$ cat config.mk
export PLATFORM = sky130hd
export DESIGN_NAME = rstat_regs
export DESIGN_NICKNAME = d
export VERILOG_FILES = /design/src/rtl/rstat_regs.sv
export SDC_FILE = /design/constraint.sdc
export NUM_CORES = 1
export LEC_CHECK = 0
export BUFFER_PORTS_ARGS = -buffer_cell sky130_fd_sc_hd__buf_2
export CORE_AREA = 2 2 66 49
export CTS_CLUSTER_SIZE = 12
export DETAILED_ROUTE_END_ITERATION = 10
export DIE_AREA = 0 0 68 51
export GPL_TIMING_DRIVEN = 0
export PLACE_DENSITY = 0.78
export RECOVER_POWER = 25
export SYNTH_ARGS = -nofsm -noshare
export SYNTH_HDL_FRONTEND = slang
export SYNTH_SLANG_ARGS = --single-unit
$ cat constraint.sdc
create_clock -name clk -period 1.26 [get_ports clk]
set_input_delay 0.189 -clock clk [delete_from_list [all_inputs] [get_ports clk]]
set_output_delay 0.189 -clock clk [all_outputs]
set_load 0.02 [all_outputs]
$ cat src/rtl/rstat_regs.sv
module rstat_regs #(
  parameter int AW        = 5,
  parameter int STAT_ADDR = 7,
  parameter int OBS_ADDR  = 8,
  parameter int RPD_ADDR  = 9,
  parameter int CH_ADDR   = 5
) (
  input  logic          clk,
  input  logic          rst_n,
  input  logic          ev_rx_pkt,
  input  logic          ev_tx_done,
  input  logic          ev_ack_rx,
  input  logic          ev_max_retry,
  input  logic          ev_retry,
  input  logic          ev_lost,
  input  logic          ev_new_pkt,
  input  logic          auto_ack_en,
  input  logic [2:0]    head_pipe,
  input  logic          rx_empty,
  input  logic          tx_full,
  input  logic          rpd,
  input  logic          wr_en,
  input  logic [AW-1:0] wr_addr,
  input  logic [7:0]    wr_data,
  input  logic [AW-1:0] rd_addr,
  output logic [7:0]    rd_data,
  input  logic          cmd_start,
  output logic [7:0]    stat_byte,
  output logic          tx_block
);
  localparam int CW = 4;
  localparam logic [CW-1:0] CMAX = {CW{1'b1}};

  logic          rx_dr_q, ds_q, mr_q, full_q;
  logic [2:0]    pipe_q;
  logic [CW-1:0] lost_q, retry_q;
  logic [7:0]    cap_q;

  logic wr_stat, wr_ch, ds_set;
  logic [CW-1:0] lost_base;
  logic [7:0] status_w, observe_w;

  assign wr_stat  = wr_en && (wr_addr == AW'(STAT_ADDR));
  assign wr_ch    = wr_en && (wr_addr == AW'(CH_ADDR));
  assign ds_set   = auto_ack_en ? ev_ack_rx : ev_tx_done;
  assign lost_base = wr_ch ? '0 : lost_q;

  assign status_w  = {1'b0, rx_dr_q, ds_q, mr_q, pipe_q, full_q};
  assign observe_w = {lost_q, retry_q};

  always_ff @(posedge clk or negedge rst_n) begin
    if (!rst_n) begin
      rx_dr_q <= 1'b0;
      ds_q    <= 1'b0;
      mr_q    <= 1'b0;
      pipe_q  <= 3'b111;
      full_q  <= 1'b0;
      lost_q  <= '0;
      retry_q <= '0;
      cap_q   <= 8'h0E;
    end else begin
      rx_dr_q <= ev_rx_pkt    | (rx_dr_q & ~(wr_stat & wr_data[6]));
      ds_q    <= ds_set       | (ds_q    & ~(wr_stat & wr_data[5]));
      mr_q    <= ev_max_retry | (mr_q    & ~(wr_stat & wr_data[4]));
      pipe_q  <= rx_empty ? 3'b111 : head_pipe;
      full_q  <= tx_full;
      lost_q  <= (ev_lost && lost_base != CMAX) ? lost_base + CW'(1) : lost_base;
      if (ev_new_pkt)
        retry_q <= '0;
      else if (ev_retry && retry_q != CMAX)
        retry_q <= retry_q + CW'(1);
      if (cmd_start)
        cap_q <= status_w;
    end
  end

  always_comb begin
    rd_data = 8'h00;
    if (rd_addr == AW'(STAT_ADDR))     rd_data = status_w;
    else if (rd_addr == AW'(OBS_ADDR)) rd_data = observe_w;
    else if (rd_addr == AW'(RPD_ADDR)) rd_data = {7'b0, rpd};
  end

  assign stat_byte = cap_q;
  assign tx_block  = mr_q;
endmodule

==> summary.md <==
| Metric | Value |
|---|---|
| Status | `finished, violations left` |
| Failing checks | `negative setup slack` |
| Nets@finish | `186` |
| Startpoint types | `input pin` |
| Post-synthesis mux area share | `9.060%` |
| Htree depth | `1` |
| Final Instance Area | `1563 µm²` |
| Synth Area in Compound Gates | `12.73%` |
| DR pass1 iterations | `4` |
| Hold Violations, Final | `0` |
| Final worst path period share | `120.6%` |
| Post-synthesis sequential area ratio | `51.15%` |
| Reg2Reg Depth | `5` |
| Avg Cell Area, Syn | `11.99 µm²` |
| Worst Max-Slew Pin Slew | `0.5191 ns` |
| Number of fill cells | `252` |
| Global-route usage over all layers | `15.33%` |
| Crit Reg-Reg Startpoint | `lost_q[0]` |
| Clk buf depth | `2` |
| Fmax | `0.6582 GHz` |
| Peak VDD IR | `0.6745 mV` |
| Hold EP | `full_q` |
| Largest net degree at the start of global routing | `23` |
| Area of the core | `2935 µm²` |
| Reg2Reg Capture Point | `lost_q[1]` |
| Leading area contributor after synthesis | `dfrtp_1` |
| Hpwl dp | `2010 µm` |
| Commonest non-fill, non-tap cells in the layout | `buf_2 (33), dfrtp_1 (15), nand2_1 (9), buf_6 (9), buf_4 (8)` |
| Worst Hold Class | `in -> reg` |
| Vias | `943` |
| Yosys reg bits | `22` |
| Skew-Pair Late Insertion Delay | `0.25 ns` |
| Num CTS Buffers | `3` |
| Initial antenna violation count | `0` |
| Syn Nets | `129` |
| Post-Synth Simple-Gate Area | `21.44%` |
| Input/output buffers | `45` |
| Max_cap viols | `0` |
| Initial detailed-routing violation count | `14` |
| Min cycle time layout | `1.519 ns` |
| CTS clk-pin slew, worst paths | `0.07 ns` |
| Number of setup violations in the final report | `8` |
| Most common cell after layout, fill and taps aside | `buf_2` |
| Die Area | `3468 µm²` |
| R2r setup slk | `0.05 ns` |
| CTS tree | `done` |
| Vias in the first global route | `868` |
| IO Count | `53` |
| Vias per cell | `5.097` |
| RSZ-0062 raised after global routing | `yes` |
| Setup Skew | `0.001212 ns` |
| First-pass GRT wire length | `3801 µm` |
| Root Driver | `clkbuf_8` |
| Max-slew violations | `0` |
| Starting Density | `37.17%` |
| Placed cell count | `174` |
| Largest family of logic cells by synthesized area | `simple AND/OR/NAND/NOR gates` |
| Post-DRT Antenna Nets | `0` |
| Min Hold Slack | `0.04472 ns` |
| Critical Path RT | `1.07 ns` |
| Crit-path max FO | `7` |
| Clock sinks | `22` |
| Area Growth Syn to Fin | `43.23%` |
| Die Wd | `68 µm` |
| Area after DPL | `1391 µm²` |
| Hold Startpoint | `tx_full` |
| Crit end category | `primary output` |
| Hold Path Depth | `1` |
| Pwr dens | `1239 nW/µm²` |
| WS Path Type | `in -> out` |
| Mapped Area | `1091 µm²` |
| Post-synth top area share | `36.70%` |
| Finished Layout Cells | `185` |
| Arrival time at the worst endpoint | `1.33 ns` |
| Detailed-route wire length | `2597 µm` |
| Main synth FF type | `dfrtp_1` |
| DRC viols | `0` |
| RePlAce Congestion | `0.7589` |
| Synth warnings | `0` |
| Max_slew headroom | `65.39%` |
| Post-synth EDFFs | `0` |
| Grt ovf | `0` |
| Inserted Diodes | `0` |
| Top post-synthesis cells by area | `dfrtp_1 (37%), dfstp_2 (14%), mux2_2 (7.2%)` |
| Setup WS post-layout | `-0.2592 ns` |
| Share of layout cells above drive strength 1 | `57.14%` |
| Post-synth cell types | `36` |
| Post-Synth XOR/XNOR Area | `1.606%` |
| Synth Area in Adders | `2.294%` |
| Drt wl/cell | `14.04 µm` |
| Die Y | `51 µm` |
| Row count | `17` |
| Leak | `0.7063 nW` |
| FFs w/ async S/R, synth | `100.0%` |
| Post-Syn Instances | `91` |
[flip-flops by register name, summed over array words and instances (netlist names)]
signal,cells
ds_q,1
lost_q,4
tx_block,1
pipe_q,3
retry_q,4
full_q,1
rx_dr_q,1
stat_byte,7
[worst max path at each step]
stage	start	end	slack, ns	depth (start not counted)
2_1_floorplan	wr_addr[3]	lost_q[1]	-0.07	7
3_3_place_gp	rd_addr[4]	rd_data[3]	-0.30	5
3_5_place_dp	rd_addr[4]	rd_data[2]	-0.31	5
4_1_cts	rd_addr[2]	rd_data[3]	-0.28	5
5_1_grt	rd_addr[1]	rd_data[4]	-0.31	5
6_report	rd_addr[1]	rd_data[4]	-0.26	5
[timing repair]
action	4_1_cts	5_1_grt
hold endpoints to repair	16	0
hold buffers	1	0
gates cloned	0	0
resized for setup	17	3
pin swaps	5	8
setup endpoints to repair	10	12
buffers inserted	1	5
[where the power goes]
group | internal (mW) | leakage, nW | total (mW) | switching (mW)
Combinational | 0.300 | 0.441 | 0.521 | 0.221
Clock | 0.278 | 0.0288 | 0.479 | 0.202
Sequential | 0.810 | 0.237 | 0.936 | 0.125
Total | 1.39 | 0.706 | 1.94 | 0.548
[per-stage QoR]
step	total power, mW	utilization, %	TNS [ns]	setup WS [ns]
after CTS	1.918	51.66	-2.043	-0.2811
after global placement	1.375	47.40	-2.868	-0.3016
after detailed placement	1.424	47.40	-3.236	-0.3079
final	1.936	53.24	-1.830	-0.2592
after floorplan	1.237	-	-0.5825	-0.06634
after global routing	2.046	53.24	-2.142	-0.3057
[worst max-delay path, cell delays in order]
cell	delay, ns
buf_6	0.09
or4b_4	0.55
nor2_4	0.18
a22o_1	0.19
buf_6	0.13
[Yosys cell counts (2+ instances only)]
library cell	n
xor2_1	2
or2_2	3
and2_1	3
dfrtp_1	16
a22o_1	7
mux2i_1	2
mux2_2	7
nor2_1	4
nand3_1	4
a21oi_1	2
nand2_1	9
ha_1	2
a21o_1	2
dfstp_2	6
[layout make-up]
cell class	instances	area [µm²]	area share [%]
Buffer	2	11.26	0.7206
Sequential cell	22	559.3	35.79
Clock buffer	4	55.05	3.523
Timing Repair Buffer	52	337.8	21.62
Tap cell	38	47.55	3.042
Inverter	1	3.754	0.2402
Multi-Input combinational cell	66	548.0	35.07
[metal layers]
metal | track usage (%) | up-vias | share of wire, %
met2 | 26.38 | 32 | 51
met4 | 5.000 | 0 | 1.3
li1 | - | 449 | -
met3 | 4.846 | 4 | 6.3
met5 | 0 | - | 0
met1 | 17.98 | 458 | 41
[logic make-up (layout without fill, tap and decap cells)]
family                   Yosys count  in the layout
XOR/XNOR                           2              2
adder cells (fa/ha/maj)            2              2
AO/OA/AOI/OAI                     16             16
AND/OR/NAND/NOR                   36             36
flip-flops                        22             22
multiplexers                       9              9
other                              1              1
buffers and inverters              3             59
Power figures use the tool's default switching activity.
